<file path="config.mk">
export PLATFORM = sky130hd
export DESIGN_NAME = rp_event_ctl
export DESIGN_NICKNAME = d
export VERILOG_FILES = /design/src/rtl/rp_event_pkg.sv /design/src/rtl/rp_event_ctrl.sv /design/src/rtl/rp_event_dp.sv /design/src/rtl/rp_event_ctl.sv
export SDC_FILE = /design/constraint.sdc
export NUM_CORES = 1
export LEC_CHECK = 0
export BUFFER_PORTS_ARGS = -buffer_cell sky130_fd_sc_hd__buf_2
export CORE_AREA = 4 4 41 43
export CTS_BUF_LIST = sky130_fd_sc_hd__clkbuf_16
export DETAILED_ROUTE_END_ITERATION = 8
export DIE_AREA = 0 0 45 47
export PLACE_DENSITY = 0.76
export SLEW_MARGIN = 20
export SYNTH_ARGS = -nofsm -noshare
export SYNTH_HDL_FRONTEND = slang
export SYNTH_HIERARCHICAL = 1
export SYNTH_SLANG_ARGS = --single-unit
</file>
<file path="constraint.sdc">
create_clock -name clk -period 2 [get_ports clk]
set_input_delay 0.5 -clock clk [delete_from_list [all_inputs] [get_ports clk]]
set_output_delay 0.5 -clock clk [all_outputs]
set_load 0.005 [all_outputs]
</file>
<file path="src/rtl/rp_event_pkg.sv">
package rp_event_pkg;
  localparam int REG_W = 16;
  localparam int CTL_W = 4;
  localparam int SEV_N = 3;

  // strobes handed from the register decoder to the datapath
  typedef struct packed {
    logic ctlWr;
    logic stsClr;
    logic selSts;
  } rpStrobe_t;
endpackage

</file>
<file path="src/rtl/rp_event_ctrl.sv">
module rp_event_ctrl
  import rp_event_pkg::*;
#(
  parameter int BE_W = REG_W / 8
) (
  input  logic            clk,
  input  logic            rstN,
  input  logic            regWe,
  input  logic            regAddr,
  input  logic [BE_W-1:0] regBe,
  input  logic            clrBit,
  output rpStrobe_t       strobe
);
  always_comb begin
    strobe.ctlWr  = regWe && !regAddr && regBe[0];
    strobe.stsClr = regWe &&  regAddr && regBe[0] && clrBit;
    strobe.selSts = regAddr;
  end


  upper_only_chk: assert property (@(posedge clk) disable iff (!rstN)
    (regWe && !regBe[0] && (regBe[BE_W-1:1] != '0)) |-> (!strobe.ctlWr && !strobe.stsClr));
endmodule

</file>
<file path="src/rtl/rp_event_dp.sv">
module rp_event_dp
  import rp_event_pkg::*;
#(
  parameter int RW = REG_W,
  parameter int CW = CTL_W,
  parameter int SN = SEV_N
) (
  input  logic          clk,
  input  logic          rstN,
  input  rpStrobe_t     strobe,
  input  logic [CW-1:0] ctlIn,
  input  logic          pmeRcvd,
  input  logic          cmdSerrEn,
  input  logic [SN-1:0] localEvt,
  input  logic [SN-1:0] msgEvt,
  output logic [RW-1:0] regRdata,
  output logic          pmeIrq,
  output logic          serrPulse
);
  localparam int PME_BIT = CW - 1;

  logic [CW-1:0] ctlReg;
  logic          pmeSts;
  logic [SN-1:0] sevHit;

  always_ff @(posedge clk) begin
    if (!rstN) ctlReg <= '0;
    else if (strobe.ctlWr) ctlReg <= ctlIn;
  end

  // an arriving PME wins over a simultaneous clear
  always_ff @(posedge clk) begin
    if (!rstN) pmeSts <= 1'b0;
    else if (pmeRcvd) pmeSts <= 1'b1;
    else if (strobe.stsClr) pmeSts <= 1'b0;
  end

  for (genvar i = 0; i < SN; i++) begin : g_sev
    assign sevHit[i] = (localEvt[i] | msgEvt[i]) & ctlReg[i];


    sev_serr_chk: assert property (@(posedge clk) disable iff (!rstN)
      ((localEvt[i] || msgEvt[i]) && ctlReg[i] && !cmdSerrEn) |=> serrPulse);
  end

  always_ff @(posedge clk) begin
    if (!rstN) serrPulse <= 1'b0;
    else serrPulse <= |sevHit;
  end

  assign pmeIrq   = pmeSts & ctlReg[PME_BIT];
  assign regRdata = strobe.selSts ? RW'(pmeSts) : RW'(ctlReg);


  no_serr_disabled_chk: assert property (@(posedge clk) disable iff (!rstN)
    (((localEvt | msgEvt) & ctlReg[SN-1:0]) == '0) |=> !serrPulse);

  sts_set_chk: assert property (@(posedge clk) disable iff (!rstN)
    pmeRcvd |=> pmeSts);

  irq_rise_chk: assert property (@(posedge clk) disable iff (!rstN)
    ($rose(ctlReg[PME_BIT]) && pmeSts) |-> pmeIrq);

  irq_drop_chk: assert property (@(posedge clk) disable iff (!rstN)
    $fell(ctlReg[PME_BIT]) |-> !pmeIrq);
endmodule

</file>
<file path="src/rtl/rp_event_ctl.sv">
module rp_event_ctl
  import rp_event_pkg::*;
#(
  parameter int RW = REG_W,
  parameter int CW = CTL_W
) (
  input  logic          clk,
  input  logic          rstN,
  input  logic          regWe,
  input  logic          regAddr,
  input  logic [1:0]    regBe,
  input  logic [RW-1:0] regWdata,
  output logic [RW-1:0] regRdata,
  input  logic          pmeRcvd,
  input  logic          cmdSerrEn,
  input  logic          localCor,
  input  logic          localNonFatal,
  input  logic          localFatal,
  input  logic          msgCor,
  input  logic          msgNonFatal,
  input  logic          msgFatal,
  output logic          pmeIrq,
  output logic          serrPulse
);
  rpStrobe_t strobe;

  rp_event_ctrl #(.BE_W(2)) u_ctrl (
    .clk    (clk),
    .rstN   (rstN),
    .regWe  (regWe),
    .regAddr(regAddr),
    .regBe  (regBe),
    .clrBit (regWdata[0]),
    .strobe (strobe)
  );

  rp_event_dp #(.RW(RW), .CW(CW), .SN(SEV_N)) u_dp (
    .clk      (clk),
    .rstN     (rstN),
    .strobe   (strobe),
    .ctlIn    (regWdata[CW-1:0]),
    .pmeRcvd  (pmeRcvd),
    .cmdSerrEn(cmdSerrEn),
    .localEvt ({localFatal, localNonFatal, localCor}),
    .msgEvt   ({msgFatal, msgNonFatal, msgCor}),
    .regRdata (regRdata),
    .pmeIrq   (pmeIrq),
    .serrPulse(serrPulse)
  );


  rsvd_wr_chk: assert property (@(posedge clk) disable iff (!rstN)
    (regWe && regBe[0] && (regWdata[RW-1:CW] != '0)) |=> (regRdata[RW-1:CW] == '0));
endmodule

</file>
==> results.cfg, run 1 <==
[outcome]
outcome = finished clean

[detailed_routing]
vias_per_cell = 4.06
firstDrtPassIters = 2
wl_um = 766
vias = 317
wl_per_cell_um = 9.82
drc = 0
ant_nets = 0
drt_iter0_markers = 2

[sta]
rsz0062_at_grt = no
setup_viol = 0
slew_viol_final = 0
final_hold_viol_count = 0
fmaxAchievable_ghz = 0.628
finClkSkew_ps = 0.749
tns_ps = 0
period_minus_slack_ps = 1590
period_share_pct = 79.6

[worst_setup_path]
crit_path_end_kind = primary output
worstSetupStartpointType = input port
timing.rr.end = u_dp/pmeSts
worst-r2r-cell-count = 2
worstPathRequired_ps = 1500
critical_path_arrival_ps = 1090
crit_end = regRdata[0]
r2r-start = u_dp/pmeSts
crit_type = input port to primary output
crit_fanout = 6
crit_start = regAddr
rrSetupSlack_ps = 1290

[clock_tree]
clkSlewWorstSetupHoldPaths_ps = 30
cts.path.max_buffers = 2
post_cts_resized = 0
root_buffer = clkbuf_16
cts_tree = yes
cts_hold_buf = 0
cts_buffers = 3
clock-sinks = 6
cts_setup_buffers = 0
clock_latency_ps = 220
cts_max_level = 1

[yosys]
ys_async_sr_fraction_pct = 0
yosysSeqAreaShare_pct = 30.6
ys_ff_latch = 6
synth_enable_flop_cells = 0
synthTopCellsByCount = buf_4, nor2b_1, dfxtp_1
synth.top_cell.area_share_pct = 30.6
syn_avg_cell_area_sq_um = 9.35
ys.flop_type = dfxtp_1
syn_area_sq_um = 393
syn_inst = 42
yosysMostFrequentCell = buf_4
yosysTopAreaCell = dfxtp_1
synthTopCellsByArea = dfxtp_1, buf_4, nor2b_1
ys_warn_count = 6
yosysUniqueCellTypes = 13

[floorplan]
die_h_um = 47
start_util_pct = 30.2
core_area_sq_um = 1300
num_rows = 13
fp.dieW_um = 45
ios = 48
dieArea_sq_um = 2120

[finish]
fillers = 141
fin_nets = 95
areaGrowthSynthToFinish_pct = 33.4
diodes = 0
instances_no_fill = 78
drive_above_1_share_pct = 38.1

[worst_hold_path]
hold_class = input port to register

[global_route]
grt_usage_pct = 7.22
antenna_found_initial = 0
grt_pass1_wl_um = 993
grt_max_degree = 9
grt.overflow.total = 0
grt_pass1_vias = 246

[placed_design]
gp_congestion = 0.661
io_buffers = 21
dpl.hpwl_um = 644
placed_cells = 75

[pwr]
power.density_nw_per_um2 = 930
finalPower_w = 0.000488
ir_drop_mv = 0.494
p_leak_nw = 0.270

[run]
max_cap_viol_count = 0
-- critical path: stages --
cell    delay [ps]
buf_2          140
mux2_1         330
buf_2          130
-- routing by layer --
metal	global-route usage, %	wire length, um
met5	0	0
met2	11.3	323
met1	7.36	286
met4	3.51	8
met3	4.98	148
-- cells in the final DEF (no fill, tap or decap) --
master,count
and2_1,1
and3b_1,1
and4_1,1
buf_2,21
clkbuf_16,3
conb_1,12
dfxtp_1,6
mux2_1,1
mux2i_1,4
nand3_1,1
nor2b_1,8
o211ai_1,3
o21a_1,1
-- cell type report --
class	instances	area, sq um	share of cell area (%)
multi-input combinational	33	205	39.1
tap	15	18.8	3.58
sequential	6	120	22.9
clock buffer	3	75.1	14.3
timing repair buffer	21	105	20.0
-- how the worst min path moves through the flow --
stage	start	end	slack, ps	cells past startpoint
floorplan	u_dp/ctlReg[0]	u_dp/serrPulse	480	2
global placement	u_dp/ctlReg[3]	u_dp/ctlReg[3]	510	2
detailed placement	u_dp/ctlReg[0]	u_dp/serrPulse	510	2
CTS	pmeRcvd	u_dp/pmeSts	500	2
global route	pmeRcvd	u_dp/pmeSts	510	2
finish	pmeRcvd	u_dp/pmeSts	500	2
-- sequential cells by signal (all words and copies together), names as in the netlist --
| name | count |
|---|---|
| u_dp/ctlReg | 4 |
| u_dp/pmeSts | 1 |
| u_dp/serrPulse | 1 |
-- power breakdown --
part | switching [W] | total (W) | internal, W
Clock | 0.0000613 | 0.000317 | 0.000256
Combinational | 0.0000197 | 0.0000415 | 0.0000218
Sequential | 0.00000303 | 0.000129 | 0.000126
Total | 0.0000840 | 0.000488 | 0.000404
-- logic make-up after synthesis --
kind of cell	synth area share, %
compound gates	7.64
simple gates	20.1
buf+inv	27.7
mux	13.1
other cells	0.954
flops	30.6
-- per-stage QoR --
stage | setup WS (ps) | util (%) | instance area [sq um] | hold slack (ps)
2_1_floorplan | 564 | - | 434 | 478
3_3_place_gp | 415 | 34.5 | 449 | 507
3_5_place_dp | 403 | 34.5 | 449 | 512
4_1_cts | 395 | 40.3 | 524 | 505
5_1_grt | 367 | 40.3 | 524 | 515
6_report | 408 | 40.3 | 524 | 502
Note: power is estimated with default switching activity, not from simulation.
==> inputs of run 2 (changes only) <==
--- a/config.mk
+++ b/config.mk
@@ -6,11 +6,11 @@
 export NUM_CORES = 1
 export LEC_CHECK = 0
 export BUFFER_PORTS_ARGS = -buffer_cell sky130_fd_sc_hd__buf_2
-export CORE_AREA = 4 4 41 43
+export CORE_MARGIN = 4
+export CORE_UTILIZATION = 30
 export CTS_BUF_LIST = sky130_fd_sc_hd__clkbuf_16
 export DETAILED_ROUTE_END_ITERATION = 8
-export DIE_AREA = 0 0 45 47
-export PLACE_DENSITY = 0.76
+export PLACE_DENSITY = 0.77
 export SLEW_MARGIN = 20
 export SYNTH_ARGS = -nofsm -noshare
 export SYNTH_HDL_FRONTEND = slang
==> constraint.sdc (replaced) <==
create_clock -name clk -period 1.5 [get_ports clk]
set_input_delay 0.375 -clock clk [delete_from_list [all_inputs] [get_ports clk]]
set_output_delay 0.375 -clock clk [all_outputs]
set_load 0.005 [all_outputs]
==> results.cfg, run 2 (synthesis results as in run 1) <==
[finish]
layout_commonest_cell = buf_2
drive_above_1_share_pct = 38.1
largest_reg_flops = 4
diodes = 0
final_cell_mix = buf_2, conb_1, nor2b_1, dfxtp_1, mux2i_1
fin_nets = 95
reg_top3 = u_dp/ctlReg (4), u_dp/pmeSts (1), u_dp/serrPulse (1)
areaGrowthSynthToFinish_pct = 33.1
instances_no_fill = 77
regMostFlops = u_dp/ctlReg
fin_util_pct = 44.7

[sta]
rsz0062_at_grt = no
finClkSkew_ps = 1.17
period_minus_slack_ps = 1340
setup_viol = 0
period_share_pct = 89.6
fmaxAchievable_ghz = 0.744
slew_viol_final = 0
final_hold_viol_count = 0
tns_ps = 0
holdWs_ps = 366

[worst_setup_path]
cp_cell_sequence = buf_2 -> mux2_1 -> buf_2
critical_path_depth = 3
worstPathRequired_ps = 1120
r2r-start = u_dp/pmeSts
critical_path_arrival_ps = 970
crit_path_end_kind = primary output
path_buf_inv = 2
path_common_cell = buf_2
worstSetupStartpointType = input port
critPathTopFamily = multiplexers
max_stage_delay_ps = 320
crit_start = regAddr
cp_slowest_cell = mux2_1
crit_type = input port to primary output
worst-r2r-cell-count = 2
crit_fanout = 6

[clock_tree]
cts_hold_buf = 0
cts_max_level = 1
clock_latency_ps = 230
cts_setup_buffers = 0
cts_tree = yes
post_cts_resized = 0
cts.path.max_buffers = 2
cts_buffers = 3
root_buffer = clkbuf_16
clock-sinks = 6
clkSlewWorstSetupHoldPaths_ps = 30

[placed_design]
io_buffers = 21
placed_cells = 74
gp_congestion = 0.629
dpl.hpwl_um = 678

[global_route]
grt_pass1_wl_mm = 1.17
grt_pass1_vias = 290
grt_usage_pct = 8.57
grt.overflow.total = 0
grt_max_degree = 9
antenna_found_initial = 0

[run]
max_cap_viol_count = 0

[worst_hold_path]
min_path_cells = 2
min_from = pmeRcvd
hold_class = input port to register

[pwr]
power.density_nw_per_um2 = 1250
p_seq_share_pct = 26.2
ir_drop_mv = 0.747
clock_power_share_pct = 65.3
switching_share_pct = 17.7
p_switching_w = 0.000116
combPwrFrac_pct = 8.4
finalPower_w = 0.000654
p_leak_nw = 0.270
p_int_w = 0.000538

[floorplan]
die_h_um = 44.2
num_rows = 12
core_area_sq_um = 1170
ios = 48
fp.dieW_um = 44.2
start_util_pct = 33.5
dieArea_sq_um = 1950

[detailed_routing]
vias = 316
drc = 0
drt_iter0_markers = 1
wl_per_cell_um = 10.7
wl_um = 821
vias_per_cell = 4.10
ant_nets = 0
firstDrtPassIters = 2

[outcome]
outcome = finished clean
run 2: cell counts in the layout (fill, tap and decap cells not counted):
Identical to the previous run, type by type.
run 2: cell type report:
| type | instances | area (sq um) |
|---|---|---|
| Clock buffer | 3 | 75.1 |
| Fill cell | 120 | 648 |
| Multi-Input combinational cell | 33 | 205 |
| Sequential cell | 6 | 120 |
| Tap cell | 14 | 17.5 |
| Timing Repair Buffer | 21 | 105 |
run 2: metrics by stage:
stage | setup WS (ps) | cell area, sq um
CTS | 142 | 523
global route | 115 | 523
floorplan | 314 | 434
detailed placement | 141 | 448
global placement | 158 | 448
finish | 156 | 523
run 2: metal layers:
layer | global-route usage, % | routed length (um) | vias to the layer above
li1 | - | - | 158
met1 | 7.79 | 282 | 138
met2 | 14.2 | 417 | 20
met3 | 6.50 | 121 | 0
met4 | 3.61 | 0 | 0
met5 | 0 | 0 | -
run 2: path summary, 6_finish.rpt:
kind,end,slack [ps]
setup reg to reg,u_dp/pmeSts,800
hold reg to reg,u_dp/serrPulse,510
setup / recovery,regRdata[0],160
hold / removal,u_dp/pmeSts,370
run 2: power groups by stage:
stage	logic [W]	clock network (W)	registers [W]
finish	0.0000552	0.000427	0.000171
global route	0.0000632	0.000448	0.000172
CTS	0.0000558	0.000434	0.000172
detailed placement	0.0000552	0	0.000174
global placement	0.0000539	0	0.000173
floorplan	0.0000527	0	0.000173
